==> src/rtl/async_rx_err_handler.sv <==
module async_rx_err_handler (
  input  logic       clk,
  input  logic       rst_n,
  input  logic [1:0] cfg_len,
  input  logic [1:0] cfg_par_mode,
  input  logic       cfg_odd,
  input  logic       cfg_no_check,
  input  logic [1:0] cfg_brk_mode,
  input  logic [2:0] cfg_err_mode,
  input  logic       cfg_strip,
  input  logic       in_valid,
  output logic       in_ready,
  input  logic [7:0] in_data,
  input  logic       in_parity,
  input  logic       in_frame_err,
  input  logic       in_break,
  output logic       out_valid,
  input  logic       out_ready,
  output logic [7:0] out_data,
  output logic [3:0] out_status,
  output logic       exc_pulse
);

  logic [1:0] cnt_q;
  logic [7:0] b0_q, b1_q, b2_q;
  logic [3:0] st_q;
  logic       ovr_q, exc_q;

  logic [7:0] mask, data_m, chr;
  logic       par_exp, par_err, take, pop;
  logic [1:0] n_d;
  logic [7:0] b0_d, b1_d, b2_d;
  logic       exc_d;

  assign mask    = 8'hFF >> (2'd3 - cfg_len);
  assign data_m  = in_data & mask;
  assign par_exp = (cfg_par_mode == 2'd1) ? cfg_odd : (^data_m ^ cfg_odd);
  assign par_err = !cfg_no_check && (cfg_par_mode == 2'd1 || cfg_par_mode == 2'd2)
                   && (in_parity != par_exp);
  assign chr     = cfg_strip ? {1'b0, data_m[6:0]} : data_m;

  assign in_ready   = (cnt_q == 2'd0);
  assign take       = in_valid && in_ready;
  assign out_valid  = (cnt_q != 2'd0);
  assign pop        = out_valid && out_ready;
  assign out_data   = b0_q;
  assign out_status = st_q;
  assign exc_pulse  = exc_q;

  always_comb begin
    n_d   = 2'd1;
    b0_d  = chr;
    b1_d  = 8'h00;
    b2_d  = 8'h00;
    exc_d = 1'b0;
    if (in_break) begin
      case (cfg_brk_mode)
        2'd0:    exc_d = 1'b1;
        2'd1:    b0_d  = 8'h00;
        default: n_d   = 2'd0;
      endcase
    end else if (par_err || in_frame_err) begin
      case (cfg_err_mode)
        3'd0: exc_d = 1'b1;
        3'd1: b0_d  = 8'h00;
        3'd3: n_d   = 2'd0;
        3'd4: begin
          n_d  = 2'd3;
          b0_d = 8'hFF;
          b1_d = 8'h00;
          b2_d = chr;
        end
        default: ;
      endcase
    end else if (cfg_err_mode == 3'd4 && chr == 8'hFF) begin
      n_d  = 2'd2;
      b1_d = 8'hFF;
    end
  end

  always_ff @(posedge clk) begin
    if (!rst_n) begin
      cnt_q <= 2'd0;
      b0_q  <= 8'h00;
      b1_q  <= 8'h00;
      b2_q  <= 8'h00;
      st_q  <= 4'h0;
      ovr_q <= 1'b0;
      exc_q <= 1'b0;
    end else begin
      exc_q <= 1'b0;
      if (in_valid && !in_ready)
        ovr_q <= 1'b1;
      if (take) begin
        cnt_q <= n_d;
        b0_q  <= b0_d;
        b1_q  <= b1_d;
        b2_q  <= b2_d;
        st_q  <= {ovr_q, par_err, in_frame_err, in_break};
        exc_q <= exc_d && (n_d != 2'd0);
        if (n_d != 2'd0)
          ovr_q <= 1'b0;
      end else if (pop) begin
        cnt_q <= cnt_q - 2'd1;
        b0_q  <= b1_q;
        b1_q  <= b2_q;
      end
    end
  end

  AST_HOLD_STALL: assert property (@(posedge clk) disable iff (!rst_n)
    out_valid && !out_ready |=> out_valid && $stable(out_data) && $stable(out_status));
  AST_EXC_WITH_BYTE: assert property (@(posedge clk) disable iff (!rst_n)
    exc_pulse |-> out_valid && $rose(out_valid));
  AST_EXC_ONE_CYCLE: assert property (@(posedge clk) disable iff (!rst_n)
    exc_pulse |=> !exc_pulse);
  AST_DROP_FLAGS_OVR: assert property (@(posedge clk) disable iff (!rst_n)
    in_valid && !in_ready |=> ovr_q);
  AST_SEQ_STATUS_KEPT: assert property (@(posedge clk) disable iff (!rst_n)
    pop && cnt_q > 2'd1 |=> out_valid && $stable(out_status));

endmodule

==> config.mk <==
export PLATFORM = sky130hd
export DESIGN_NAME = async_rx_err_handler
export DESIGN_NICKNAME = d
export VERILOG_FILES = /design/src/rtl/async_rx_err_handler.sv
export SDC_FILE = /design/constraint.sdc
export NUM_CORES = 1
export LEC_CHECK = 0
export ABC_CLOCK_PERIOD_IN_PS = 6200
export CAP_MARGIN = 10
export CORE_ASPECT_RATIO = 1.4
export CORE_MARGIN = 2
export CORE_UTILIZATION = 35
export DETAILED_ROUTE_END_ITERATION = 12
export DONT_BUFFER_PORTS = 1
export PLACE_DENSITY = 0.51
export SLEW_MARGIN = 20
export SYNTH_ARGS = -nofsm -noshare
export SYNTH_HDL_FRONTEND = slang
export SYNTH_SLANG_ARGS = --single-unit
==> constraint.sdc <==
create_clock -name clk -period 6.2 [get_ports clk]
set_clock_uncertainty 0.2 [all_clocks]
set_input_delay 0.31 -clock clk [delete_from_list [all_inputs] [get_ports clk]]
set_output_delay 0.31 -clock clk [all_outputs]
set_load 0.05 [all_outputs]
; Word level (Yosys, flattened, before mapping)
; Cells that the tools add are included.
[word_totals]
register_bits = 32
wordCells = 70
out_inout_bits = 15
[classes]
reduce_logical = 20
bitwise_logic = 2
n_mux = 30
add_sub_neg = 2
shifts = 1
n_eq_ne = 8
[ops]
columns = cell, n
row1 = $mux W8, 14
row2 = $pmux W8 S2, 1
row3 = $mux W2, 5
row4 = $mux W1, 9
row5 = $and A8 B8 Y8, 1
row6 = $eq A8 B8 Y1 const B, 1
row7 = $reduce_xor A8 Y1, 1
row8 = $shr A8 B2 Y8 const A, 1
row9 = $logic_and A1 B1 Y1, 7
row10 = $reduce_bool A2 Y1, 3
row11 = $eq A2 B1 Y1 const B, 2
row12 = $logic_not A2 Y1, 2
row13 = $pmux W2 S2, 1
row14 = $eq A3 B1 Y1 const B, 1
row15 = $eq A3 B2 Y1 const B, 1
row16 = $eq A3 B3 Y1 const B, 1
row17 = $logic_not A3 Y1, 1
row18 = $eq A2 B2 Y1 const B, 1
row19 = $logic_not A1 Y1, 2
row20 = $logic_or A1 B1 Y1, 2
row21 = $reduce_and A2 Y1, 1
row22 = $reduce_or A2 Y1, 1
row23 = $sub A2 B1 Y2 const B, 1
row24 = $sub A2 B2 Y2 const A, 1
row25 = other kinds (2), 2

; Longest topological paths before layout
; Gate-level depths: netlist of run 1.
[logic_depth]
word_depth = 14
depth_mapped = 10
mapped_depth_nobuf = 9

; Worst setup path after synthesis of run 1
; Ideal clock, no wire load.
[synth_timing]
path_kind = input to register
start = input cfg_len[1]
end = register b0_q[5] (netlist: out_data[5])
path_stages = 9
setup_time_ps = 75
arrival_ps = 2467
path_slack_ps = 3458
cell_sequence = buf_2 -> o21ai_0 -> inv_1 -> ha_1 -> xnor3_2 -> mux2i_2 -> nor3_2 -> o31a_4 -> a22oi_2
[synth_via]
elab_chain_len = 12
[synth_lines]
columns = item, line_no
row1 = start: declaration, 4  ; input logic [1:0] cfg_len,
row2 = $sub A2 B2 Y2 (*), 35  ; assign mask = 8'hFF >> (2'd3 - cfg_len);
row3 = $shr A8 B2 Y8 (*), 35
row4 = $and A8 B8 Y8 (*), 36  ; assign data_m = in_data & mask;
row5 = $reduce_xor A8 Y1, 37  ; assign par_exp = (cfg_par_mode == 2'd1) ? cfg_odd : (^data_m ^ cfg_odd);
row6 = $xor A1 B1 Y1, 37
row7 = $mux W1, 37
row8 = $ne A1 B1 Y1, 39  ; && (in_parity != par_exp);
row9 = $logic_and A1 B1 Y1, 39
row10 = $logic_or A1 B1 Y1, 62  ; end else if (par_err || in_frame_err) begin
row11 = $mux W8, 62
row12 = $mux W8 (*), 56  ; if (in_break) begin
row13 = $mux W8 (*), 94  ; if (take) begin
row14 = end signal: assignment, 105  ; b0_q <= b1_q;
row15 = end: declaration, 25  ; logic [7:0] b0_q, b1_q, b2_q;
; Mark *: on every way between the ends. The rest lies on a longest branch, timed or not.
; A chain may end at the register's enable or synchronous reset.

; Worst setup path after layout of run 1
[layout_timing]
start = register cnt_q[0]
end = register b1_q[4]
[layout_via]
elab_chain_len = 3
[layout_lines]
columns = item, line_no
row1 = start: declaration, 24  ; logic [1:0] cnt_q;
row2 = start signal: assignment, 95  ; cnt_q <= n_d;
row3 = start signal: assignment, 104  ; cnt_q <= cnt_q - 2'd1;
row4 = $logic_not A2 Y1 (*), 42  ; assign in_ready = (cnt_q == 2'd0);
row5 = named net in_ready, 12  ; output logic in_ready,
row6 = $logic_and A1 B1 Y1 (*), 43  ; assign take = in_valid && in_ready;
row7 = $mux W8 / $reduce_bool A2 Y1 (equally long branches), -
row8 = end signal: assignment, 106  ; b1_q <= b2_q;
row9 = end: declaration, 25
; The timed path passes the listed nets; every way through them passes the cells marked *.

==> results_tabular.tex, run 1 <==
\begin{tabular}{lr}
\hline
Metric & Value \\
\hline
\multicolumn{2}{l}{\textbf{Run status}} \\
\quad Status & complete, no violations \\
\multicolumn{2}{l}{\textbf{Setup path}} \\
\quad Buffers \& Inverters on Critical Path & 2 \\
\quad Critical path class & reg2reg \\
\quad Sequence of cells on the critical path & inv\_1, ha\_1, inv\_1, nand2\_1, nand2\_1, o21ai\_0, a21oi\_1 \\
\quad Cell at the slowest stage of the critical path & ha\_1 \\
\quad Internal reg-to-reg setup slack & roughly 3.4 ns \\
\quad Worst R2R Path Depth & 7 \\
\quad Element type at the critical path end & flop \\
\quad Max Fanout on Critical Path & 17 \\
\quad CP required & 6.14 ns \\
\quad CP top delay family & simple AND/OR/NAND/NOR gates \\
\quad Worst setup SP type & flop \\
\quad Peak per-stage delay on the critical path & about 0.51 ns \\
\quad Data arrival time of the worst path & roughly 2.8 ns \\
\quad R2R Path End & b1\_q[4] \\
\quad Crit Reg-Reg Startpoint & cnt\_q[0] \\
\multicolumn{2}{l}{\textbf{STA}} \\
\quad Number of slew-limit violations in the final report & 0 \\
\quad Relative slew slack & 0.399 \\
\quad Final setup violation count & 0 \\
\quad Count of endpoints failing hold in the final timing report & 0 \\
\quad Max Freq & between 300 and 400 MHz \\
\quad Post-layout minimum cycle time & around 2.8 ns \\
\quad Final worst-path cycle share & 0.455 \\
\quad Final setup TNS & 0 ns \\
\quad RSZ-0062 raised after global routing & false \\
\quad Worst slew pin tran & 0.898 ns \\
\quad Worst Hold Margin & roughly 0.022 ns \\
\multicolumn{2}{l}{\textbf{GRT}} \\
\quad Global-route wire length before repair & 7.42 mm \\
\quad Congestion Overflow GR & 0 \\
\quad Met2 Resource Use GR & 0.301 \\
\quad Maximum number of pins on one net before global-route repair & 30 \\
\quad Highest-utilization routing layer at the global route stage & met2 \\
\quad Met3 layer usage reported by global route & 0.0347 \\
\quad Met1 Resource Use GR & 0.203 \\
\quad Antenna violations before repair & 0 \\
\quad Via count of the first global-routing pass & 1496 \\
\quad GR Util All Layers & 0.171 \\
\multicolumn{2}{l}{\textbf{Power and ir drop}} \\
\quad Max VDD drop & between 80 and 90 uV \\
\quad LEAKAGE & 0.000703 uW \\
\quad Power Dens Cells & about 320 nW/um\^{}2 \\
\multicolumn{2}{l}{\textbf{Logic synthesis}} \\
\quad Synth top area share & 0.363 \\
\quad Top\_reg\_cell synth & dfxtp\_1 \\
\quad Syn Area/Cell & about 8.4 um\^{}2 \\
\quad Sequential element share of the synthesized area & 0.363 \\
\quad Async set or reset register ratio after synthesis & 0 \\
\quad Warning count from the yosys run & 0 \\
\quad Post-synth cell types & between 40 and 50 \\
\quad Dominant cell type by area after synthesis & dfxtp\_1 \\
\quad Most numerous cell types in the synthesized netlist & 32 x dfxtp\_1, 32 x nand2\_1, 17 x o21ai\_0, 15 x a21oi\_1, 11 x and2\_1 \\
\quad Syn\_nets & roughly 240 \\
\quad Post-Syn Instances & roughly 210 \\
\quad Netlist Area Pre-Place & 1770 um\^{}2 \\
\quad Number of synthesized register bits & 32 \\
\quad Leading post-synthesis cells by cell area & dfxtp\_1 36\%, nand2\_1 6.8\%, o21ai\_0 4.8\% \\
\quad Post-synth EDFFs & 0 \\
\multicolumn{2}{l}{\textbf{Clock network}} \\
\quad Total CTS buffers & 5 \\
\quad Clk buf depth & 2 \\
\quad TritonCTS clock tree & built \\
\quad Clock sink count & 32 \\
\quad Htree depth & 2 \\
\quad Setup Buffers After CTS & 0 \\
\quad Cell at the root of the clock tree & clkbuf\_8 \\
\quad Clk pin slew, worst setup/hold paths & 0.07 ns \\
\quad Source-to-sink clock delay at the later pin of the worst-skew pair & 0.28 ns \\
\quad Post-cts resize count & 0 \\
\multicolumn{2}{l}{\textbf{Route}} \\
\quad Final wirelength & roughly 4.5 mm \\
\quad DRC & 0 \\
\quad Number of nets with antenna violations after detailed routing & 0 \\
\quad DR iter-0 viols & 55 \\
\quad Avg WL per Cell & between 15 and 20 um \\
\quad Number of vias per cell & approximately 5.6 \\
\quad Number of detailed-routing iterations run before antenna repair & 4 \\
\quad Total vias in the final route & about 1500 \\
\multicolumn{2}{l}{\textbf{Die}} \\
\quad FP Rows & 30 \\
\quad I/O pins & 42 \\
\quad Initial core utilization & 0.365 \\
\quad Core Box Area & just under 5000 um\^{}2 \\
\quad Die Y & 88.0 um \\
\quad Die width & about 64 um \\
\quad Total Die Area & about 5600 um\^{}2 \\
\multicolumn{2}{l}{\textbf{Finish}} \\
\quad Antenna fix cells & 0 \\
\quad Share of layout cells above drive strength 1 & 0.0905 \\
\quad Layout net count & 241 \\
\quad Area growth from synthesis to layout & 9.14\% \\
\quad Final core utilization & 0.398 \\
\multicolumn{2}{l}{\textbf{Place}} \\
\quad Routability cong. & 0.813 \\
\quad IO Port Bufs & 0 \\
\quad Sum of net half-perimeters after detailed placement & $\sim$3.2 mm \\
\multicolumn{2}{l}{\textbf{Min path}} \\
\quad WHS Endpoint & exc\_pulse \\
\quad Cell count of the worst hold path & 2 \\
\quad Hold Crit Start & cfg\_brk\_mode[0] \\
\quad Min-delay worst type & in2reg \\
\multicolumn{2}{l}{\textbf{Job}} \\
\quad Number of maximum-capacitance violations & 0 \\
\hline
\end{tabular}
cell type report:
class / count / area (um^2)
clock buffers: 8 / 90.1
repair buffers: 3 / 30.0
inverters: 7 / 26.3
flip-flops and latches: 32 / 641
fillers: 477 / 2920
multi-input cells: 160 / 1060
well taps: 64 / 80.1
layout by cell type (no fill, tap or decap), types with 2 or more instances in the layout:
master / n
a21boi_0: 5
a21o_1: 2
a21oi_1: 15
a22oi_2: 3
and2_1: 11
clkbuf_1: 2
clkbuf_8: 6
dfxtp_1: 32
dlygate4sd3_1: 3
ha_1: 5
inv_1: 7
mux2i_2: 2
nand2_1: 32
nand3_1: 5
nor2_1: 10
nor2b_1: 6
o2111ai_1: 4
o211ai_1: 4
o21ai_0: 17
o21ai_1: 7
o221ai_1: 5
o41ai_1: 3
xnor2_1: 2
stage by stage:
stage               worst slack, ns  cell area, um^2  std cells  total power, uW
floorplan                      3.46             1770        209              422
global placement               3.26             1810        263              446
detailed placement             3.21             1810        263              449
CTS                            3.35             1930        274              620
global route                   3.09             1930        274              648
finish                         3.38             1930        274              612
routing by layer:
metal / vias to the layer above / wire [um]
met3: 6 / 207
met5: - / 0
met4: 0 / 82
li1: 765 / -
met1: 711 / 1870
met2: 41 / 2350
state kept, by name, indices dropped and copies added (netlist names):
name / cells
exc_pulse: 1
b1_q: 8
ovr_q: 1
cnt_q: 2
out_status: 4
b2_q: 8
out_data: 8
how the worst max path moves through the flow:
stage | cells after the start | endpoint | from | slack (ns)
2_1_floorplan | 9 | out_data[5] | cfg_len[1] | 3.46
3_3_place_gp | 8 | out_data[5] | cfg_len[0] | 3.26
3_5_place_dp | 8 | out_data[3] | cfg_len[0] | 3.21
4_1_cts | 7 | b1_q[4] | cnt_q[0] | 3.35
5_1_grt | 7 | b1_q[7] | cnt_q[0] | 3.09
6_report | 7 | b1_q[4] | cnt_q[0] | 3.38
cells by family (layout without fill, tap and decap cells):
kind of cell | count (synthesis) | count (layout) | share of synthesized area
buf+inv | 17 | 18 | 0.0369
compound gates | 77 | 77 | 0.321
mux | 2 | 2 | 0.0156
fa+ha+maj | 5 | 5 | 0.0354
flops | 32 | 32 | 0.363
simple gates | 72 | 72 | 0.200
xor+xnor | 4 | 4 | 0.0283
repair_timing:
action                                 4_1_cts  5_1_grt
setup endpoints to repair                    0        0
endpoints found under the hold margin       29        0
hold buffers                                 3        0
where the power goes:
group	switching, uW	leakage (uW)	internal, uW
sequential	59.8	0.000262	233
combinational	102	0.000396	52.3
clock	75.2	0.0000455	90.5
total	237	0.000703	376
(Power assumes the default switching activity.)
==> inputs of run 2 (changes only) <==
- ABC_AREA: unset -> 1
- ABC_CLOCK_PERIOD_IN_PS: 6200 -> 2300
- PLACE_DENSITY: 0.51 -> 0.53
- clock period: 6.2 -> 2.3 ns (I/O delays scaled with it)
==> results_tabular.tex, run 2 <==
\begin{tabular}{lr}
\hline
Metric & Value \\
\hline
\multicolumn{2}{l}{\textbf{Finish}} \\
\quad Post-route cell area & 2060 um\^{}2 (+7.1\%) \\
\quad Antenna fix cells & 0 (unchanged) \\
\quad Most common library cell in the layout ignoring fill and taps & nand2\_1 \\
\quad Area growth from synthesis to layout & 22.8\% \\
\quad Number of inserted filler cells in the final layout & 520 (+9.0\%) \\
\quad Most used cells in the layout excluding fill and tap cells & 57 x nand2\_1, 32 x dfxtp\_1, 22 x dlygate4sd3\_1 \\
\quad Layout net count & 298 (+24\%) \\
\quad Share of layout cells above drive strength 1 & 0.105 (+0.0148) \\
\multicolumn{2}{l}{\textbf{Setup path}} \\
\quad Worst setup SP type & input pin \\
\quad Start point of the critical path & cfg\_len[1] \\
\quad Element type at the critical path end & flop \\
\quad Crit Reg-Reg Startpoint & cnt\_q[0] \\
\quad CP required & 2.32 ns (-3.82 ns) \\
\quad Internal reg-to-reg setup slack & 0.44 ns (-2.94 ns) \\
\quad Max Fanout on Critical Path & 8 (-9) \\
\quad Critical path class & in2reg \\
\quad R2R Path End & out\_data[2] \\
\quad Data arrival time of the worst path & 2.00 ns (-0.76 ns) \\
\quad Worst R2R Path Depth & 8 (+1) \\
\multicolumn{2}{l}{\textbf{Route}} \\
\quad Number of detailed-routing iterations run before antenna repair & 4 (unchanged) \\
\quad DRC & 0 (unchanged) \\
\quad Final wirelength & 4.36 mm (-3.3\%) \\
\quad DR iter-0 viols & 69 (+25\%) \\
\quad Avg WL per Cell & 13.3 um (-19\%) \\
\quad Number of nets with antenna violations after detailed routing & 0 (unchanged) \\
\quad Number of vias per cell & 4.98 (-10\%) \\
\quad Total vias in the final route & 1634 (+7.3\%) \\
\multicolumn{2}{l}{\textbf{Min path}} \\
\quad Hold Crit Start & cfg\_err\_mode[0] \\
\quad WHS Endpoint & exc\_pulse \\
\quad Cell count of the worst hold path & 3 (+1) \\
\quad Min-delay worst type & in2reg \\
\multicolumn{2}{l}{\textbf{Die}} \\
\quad Total Die Area & 5380 um\^{}2 (-4.5\%) \\
\quad Die width & 62.6 um (-2.3\%) \\
\quad Initial core utilization & 0.368 (+0.00322) \\
\quad FP Rows & 29 (-3.3\%) \\
\quad Core Box Area & 4570 um\^{}2 (-5.6\%) \\
\quad Die Y & 86.0 um (-2.3\%) \\
\quad I/O pins & 42 (unchanged) \\
\multicolumn{2}{l}{\textbf{Logic synthesis}} \\
\quad Sequential element share of the synthesized area & 0.381 (+0.0181) \\
\quad Synth top area share & 0.381 (+0.0181) \\
\quad Warning count from the yosys run & 0 (unchanged) \\
\quad Dominant cell type by area after synthesis & dfxtp\_1 \\
\quad Number of synthesized register bits & 32 (unchanged) \\
\quad Post-synth cell types & 27 (-40\%) \\
\quad Most frequently used cell type in the post-synthesis netlist & nand2\_1 \\
\quad Async set or reset register ratio after synthesis & 0 (unchanged) \\
\quad Syn\_nets & 273 (+13\%) \\
\quad Syn Area/Cell & 6.98 um\^{}2 (-17\%) \\
\quad Most numerous cell types in the synthesized netlist & 57 x nand2\_1, 32 x dfxtp\_1, 21 x a21oi\_1 \\
\quad Post-synth EDFFs & 0 (unchanged) \\
\quad Post-Syn Instances & 241 (+15\%) \\
\quad Leading post-synthesis cells by cell area & dfxtp\_1 38\%, nand2\_1 13\%, a21oi\_1 6.3\% \\
\quad Netlist Area Pre-Place & 1680 um\^{}2 (-4.7\%) \\
\quad Top\_reg\_cell synth & dfxtp\_1 \\
\multicolumn{2}{l}{\textbf{GRT}} \\
\quad Global-route wire length before repair & 7.44 mm (+0.28\%) \\
\quad Maximum number of pins on one net before global-route repair & 34 (+13\%) \\
\quad Antenna violations before repair & 0 (unchanged) \\
\quad Via count of the first global-routing pass & 1600 (+7.0\%) \\
\quad GR Util All Layers & 0.175 (+0.00428) \\
\quad Congestion Overflow GR & 0 (unchanged) \\
\multicolumn{2}{l}{\textbf{Run status}} \\
\quad Status & finished with violations \\
\quad Violations in the final reports & hold timing \\
\multicolumn{2}{l}{\textbf{STA}} \\
\quad Final worst-path cycle share & 0.862 \\
\quad Count of endpoints failing hold in the final timing report & 1 (+1) \\
\quad RSZ-0062 raised after global routing & false \\
\quad Number of slew-limit violations in the final report & 0 (unchanged) \\
\quad Worst slew pin tran & 0.656 ns (-0.243 ns) \\
\quad Final setup violation count & 0 (unchanged) \\
\quad Crit path setup slack, layout & 0.318 ns (-3.06 ns) \\
\quad Final setup TNS & 0 ns (unchanged) \\
\quad Max Freq & 505 MHz \\
\quad Post-layout minimum cycle time & between 1.5 and 2 ns \\
\quad Relative slew slack & 0.562 (+0.162) \\
\quad Worst Hold Margin & -0.0434 ns (-0.0655 ns) \\
\multicolumn{2}{l}{\textbf{Clock network}} \\
\quad Clk buf depth & 2 (unchanged) \\
\quad Htree depth & 2 (unchanged) \\
\quad Cell at the root of the clock tree & clkbuf\_8 \\
\quad Source-to-sink clock delay at the later pin of the worst-skew pair & 0.28 ns (about the same) \\
\quad Post-cts resize count & 0 (unchanged) \\
\quad TritonCTS clock tree & built \\
\quad Clock sink count & 32 (unchanged) \\
\quad Clk pin slew, worst setup/hold paths & 0.06 ns (about the same) \\
\quad Total CTS buffers & 5 (unchanged) \\
\multicolumn{2}{l}{\textbf{Power and ir drop}} \\
\quad Power Dens Cells & 751 nW/um\^{}2 (+140\%) \\
\quad LEAKAGE & 0.000886 uW (+26\%) \\
\quad Max VDD drop & 191 uV (+130\%) \\
\multicolumn{2}{l}{\textbf{Place}} \\
\quad Worst slack after detailed placement & 0.172 ns (-3.03 ns) \\
\quad Placed instance area & 1770 um\^{}2 (-2.2\%) \\
\quad Routability cong. & 0.736 (-9.5\%) \\
\quad IO Port Bufs & 0 (unchanged) \\
\quad Sum of net half-perimeters after detailed placement & 3.03 mm (-6.7\%) \\
\multicolumn{2}{l}{\textbf{Job}} \\
\quad Number of maximum-capacitance violations & 0 (unchanged) \\
\hline
\end{tabular}
## run 2: changes by cell type in the layout (fill, tap and decap cells not counted), moves of 7 or more
cell           change
inv_1             +13
nand4_1            +9
a31oi_1            +8
nand3_1           +15
and2_1            -11
buf_4              +7
nand2_1           +25
dlygate4sd3_1     +19
## run 2: cells by family after synthesis
kind of cell / count (synthesis) / synth area share
and+or+nand+nor: 113 / 0.312
AOI/OAI and AO/OA: 57 / 0.186
buffers and inverters: 32 / 0.0737
DFF: 32 / 0.381
adders and majority gates: 5 / 0.0372
xor gates and xnor gates: 2 / 0.0104
## run 2: stage by stage
stage	instances	utilization	hold WS [ns]	total power [uW]
2_1_floorplan	241	-	0.0579	1030
3_3_place_gp	299	0.386	0.0606	1110
3_5_place_dp	299	0.386	0.0597	1120
4_1_cts	328	0.452	0.00250	1560
5_1_grt	328	0.452	0.0190	1640
6_report	328	0.452	-0.0434	1550
## run 2: worst max-delay path by stage
stage / to / slack (ns) / cells past startpoint
global placement: out_data[2] / 0.21 / 15
global route: b2_q[5] / 0.11 / 14
floorplan: out_data[0] / 0.03 / 8
CTS: exc_pulse / 0.16 / 14
finish: b2_q[7] / 0.32 / 14
detailed placement: b2_q[6] / 0.17 / 13
## run 2: power by group
group / total (uW) / leakage, uW / internal, uW / switching [uW]
Sequential: 736 / 0.000262 / 615 / 121
Combinational: 407 / 0.000583 / 155 / 252
Clock: 408 / 0.0000410 / 205 / 202
Total: 1550 / 0.000886 / 975 / 576
## run 2: what timing repair did
item,CTS,global route
setup endpoints to repair,0,1
buffers inserted,0,0
hold buffers,22,1
hold endpoints to repair,32,1
## run 2: area by class of cell
type / instances / area, um^2 / area share
inverter: 21 / 78.8 / 0.0382
sequential: 32 / 641 / 0.310
tap: 62 / 77.6 / 0.0376
clock inverter: 1 / 5.00 / 0.00242
multi-input combinational: 177 / 917 / 0.444
clock buffer: 6 / 72.6 / 0.0352
timing repair buffer: 29 / 273 / 0.132
## run 2: per-layer routing
layer | vias up | GRT usage | share of wire
met5 | - | 0 | 0
met4 | 0 | 0.0869 | 0.027
met3 | 8 | 0.0420 | 0.045
met2 | 42 | 0.305 | 0.49
met1 | 722 | 0.200 | 0.43
li1 | 862 | - | -
## run 2: critical path, cell delays in order
cell and delay (ns):
dlygate4sd3_1 0.54, nand2_2 0.06, inv_2 0.09, nand2_1 0.05, nand2_1 0.10, nand3_1 0.09
nand2_1 0.07, nand3_1 0.06, nand2_1 0.08, nand2_2 0.08, nand2_4 0.10, and3_1 0.33
nand2_1 0.11, a21oi_2 0.12
==> inputs of run 3 (changes only) <==
- ABC_CLOCK_PERIOD_IN_PS: 2300 -> 2400
- CORE_UTILIZATION: 35 -> 50
- MAX_ROUTING_LAYER: unset -> met4
- PLACE_DENSITY: 0.53 -> 0.67
- clock period: 2.3 -> 2.4 ns (I/O delays scaled with it)
==> results_tabular.tex, run 3 (synthesis gave the netlist of run 2 again) <==
\begin{tabular}{lr}
\hline
Metric & Value \\
\hline
\multicolumn{2}{l}{\textbf{Run status}} \\
\quad Status & complete, no violations \\
\multicolumn{2}{l}{\textbf{Power and ir drop}} \\
\quad Sw Share & 0.365 (-0.00674) \\
\quad Max VDD drop & 511 uV (+170\%) \\
\quad Gate power share & 0.249 (-0.014) \\
\quad Total power & 1530 uW (-1.6\%) \\
\quad Power Dens Cells & 717 nW/um\^{}2 (-4.6\%) \\
\quad Clock network power share & 0.275 (+0.012) \\
\quad Net switching power & 556 uW (-3.4\%) \\
\quad Sequential cell fraction of total power & 0.476 (about the same) \\
\quad Cell-internal power & 970 uW (-0.53\%) \\
\quad LEAKAGE & 0.000916 uW (+3.4\%) \\
\multicolumn{2}{l}{\textbf{Finish}} \\
\quad Area growth from synthesis to layout & 26.6\% \\
\quad Final core utilization & 0.675 (+0.224) \\
\quad Antenna fix cells & 0 (unchanged) \\
\quad Area of all sequential standard cells & 641 um\^{}2 (unchanged) \\
\quad Number of inserted filler cells in the final layout & 269 (-48\%) \\
\quad Area of the multi-input gates & 981 um\^{}2 (+7.0\%) \\
\quad Share of layout cells above drive strength 1 & 0.167 (+0.0614) \\
\quad Most common library cell in the layout ignoring fill and taps & nand2\_1 \\
\quad Post-route cell area & 2130 um\^{}2 (+3.2\%) \\
\quad Most used cells in the layout excluding fill and tap cells & 53 x nand2\_1, 32 x dfxtp\_1, 21 x a21oi\_1, 21 x dlygate4sd3\_1, 20 x o21ai\_0 \\
\quad Layout net count & 301 (+1.0\%) \\
\multicolumn{2}{l}{\textbf{Setup path}} \\
\quad Max Fanout on Critical Path & 3 (-5) \\
\quad Element type at the critical path end & flop \\
\quad CP required & 2.36 ns (+0.04 ns) \\
\quad Critical path class & in2reg \\
\quad Data arrival time of the worst path & 2.21 ns (+0.21 ns) \\
\quad Worst R2R Path Depth & 8 (unchanged) \\
\quad Worst setup SP type & input pin \\
\multicolumn{2}{l}{\textbf{GRT}} \\
\quad Congestion Overflow GR & 0 (unchanged) \\
\quad GR Util All Layers & 0.243 (+0.0678) \\
\quad Maximum number of pins on one net before global-route repair & 33 (-2.9\%) \\
\quad Global-route wire length before repair & 6.75 mm (-9.3\%) \\
\quad Via count of the first global-routing pass & 1605 (+0.31\%) \\
\quad Antenna violations before repair & 0 (unchanged) \\
\multicolumn{2}{l}{\textbf{STA}} \\
\quad Worst slew pin tran & 0.729 ns (+0.0739 ns) \\
\quad Count of endpoints failing hold in the final timing report & 0 (-1) \\
\quad Worst Hold Margin & 0.0323 ns (+0.0757 ns) \\
\quad Relative slew slack & 0.514 (-0.0478) \\
\quad Final setup violation count & 0 (unchanged) \\
\quad Max Freq & between 400 and 500 MHz \\
\quad Final worst-path cycle share & 0.938 \\
\quad Post-layout minimum cycle time & $\sim$2.3 ns \\
\quad Number of slew-limit violations in the final report & 0 (unchanged) \\
\multicolumn{2}{l}{\textbf{Clock network}} \\
\quad Total CTS buffers & 5 (unchanged) \\
\quad TritonCTS clock tree & built \\
\quad Htree depth & 2 (unchanged) \\
\quad Source-to-sink clock delay at the later pin of the worst-skew pair & 0.28 ns (about the same) \\
\quad Cell at the root of the clock tree & clkbuf\_8 \\
\quad Clk pin slew, worst setup/hold paths & 0.06 ns (about the same) \\
\quad Clock sink count & 32 (unchanged) \\
\quad Clk buf depth & 2 (unchanged) \\
\multicolumn{2}{l}{\textbf{Route}} \\
\quad Wire length on met3 & 241 um (+22\%) \\
\quad Met1 Routed Length & 1.74 mm (-8.1\%) \\
\quad DR WL met2 & 2.22 mm (+2.7\%) \\
\quad Number of detailed-routing iterations run before antenna repair & 4 (unchanged) \\
\quad Avg WL per Cell & 13.8 um (+4.1\%) \\
\quad Highest Signal Layer & met4 \\
\quad DR iter-0 viols & 93 (+35\%) \\
\quad Final wirelength & 4.28 mm (-1.9\%) \\
\quad Number of vias per cell & 5.55 (+11\%) \\
\quad DRC & 0 (unchanged) \\
\quad Number of nets with antenna violations after detailed routing & 0 (unchanged) \\
\quad Total vias in the final route & 1716 (+5.0\%) \\
\multicolumn{2}{l}{\textbf{Die}} \\
\quad Core Box Area & 3150 um\^{}2 (-31\%) \\
\quad Total Die Area & 3850 um\^{}2 (-28\%) \\
\quad Die width & 53.0 um (-15\%) \\
\quad Initial core utilization & 0.533 (+0.166) \\
\quad I/O pins & 42 (unchanged) \\
\quad FP Rows & 24 (-17\%) \\
\quad Die Y & 72.6 um (-16\%) \\
\multicolumn{2}{l}{\textbf{Min path}} \\
\quad Cell count of the worst hold path & 3 (unchanged) \\
\quad Min-delay worst type & in2reg \\
\multicolumn{2}{l}{\textbf{Place}} \\
\quad Sum of net half-perimeters after detailed placement & 2.77 mm (-8.7\%) \\
\quad IO Port Bufs & 0 (unchanged) \\
\quad Routability cong. & 0.892 (+21\%) \\
\quad Placed instance area & 1720 um\^{}2 (-2.5\%) \\
\multicolumn{2}{l}{\textbf{Job}} \\
\quad Number of maximum-capacitance violations & 0 (unchanged) \\
\hline
\end{tabular}
-- run 3: cell count changes in the layout (fill, tap and decap cells not counted), sizes merged --
cell	previous run	this run
clkinv	1	2
nand3	21	22
buf	7	10
dlygate4sd3	22	21
-- run 3: layer usage --
metal,global-route usage,up-vias
met1,0.266,766
li1,-,869
met3,0.0553,11
met5,-,-
met2,0.410,70
met4,0.111,0
-- run 3: power by group through the flow --
stage / Sequential (uW) / Combinational (uW) / Clock, uW
4_1_cts: 728 / 350 / 432
6_report: 727 / 380 / 420
3_5_place_dp: 739 / 314 / 0
2_1_floorplan: 731 / 258 / 0
5_1_grt: 735 / 426 / 458
3_3_place_gp: 738 / 312 / 0
-- run 3: timing repair --
action	4_1_cts	5_1_grt
endpoints found under the setup margin	0	25
hold buffers	21	0
setup buffers	0	5
endpoints found under the hold margin	32	0
gates resized for setup	0	14
-- run 3: critical path, cell delays in order --
cell and delay [ns]:
dlygate4sd3_1 0.54, o21a_1 0.15, ha_4 0.30, nand3_4 0.09
nand2_2 0.07, nand2_1 0.05, nand3_1 0.06, nand2_1 0.05
nand2_1 0.08, nand2_2 0.07, buf_4 0.15, nand3_1 0.08
nand3_2 0.07, nand2_2 0.11, nor2_2 0.04, o21bai_1 0.13
nor2_1 0.05
-- run 3: final timing paths --
kind | startpoint | endpoint | slack (ns)
worst max register to register | cnt_q[0] | out_data[3] | 0.53
worst min register to register | b2_q[1] | b2_q[1] | 0.27
worst max-delay path | in_data[5] | ovr_q | 0.15
worst min-delay path | in_valid | cnt_q[0] | 0.03
-- run 3: through the flow --
stage / instances / setup TNS (ns) / worst slack [ns]
2_1_floorplan: 241 / 0 / 0.129
3_3_place_gp: 274 / 0 / 0.306
3_5_place_dp: 274 / 0 / 0.271
4_1_cts: 303 / 0 / 0.0782
5_1_grt: 309 / -0.0227 / -0.0227
6_report: 309 / 0 / 0.148
-- run 3: layout make-up --
cell class                      count  area share
Timing Repair Buffer               31       0.134
Clock inverter                      2     0.00470
Multi-Input combinational cell    178       0.461
Sequential cell                    32       0.301
Inverter                           21      0.0382
Clock buffer                        6      0.0388
Tap cell                           39      0.0229
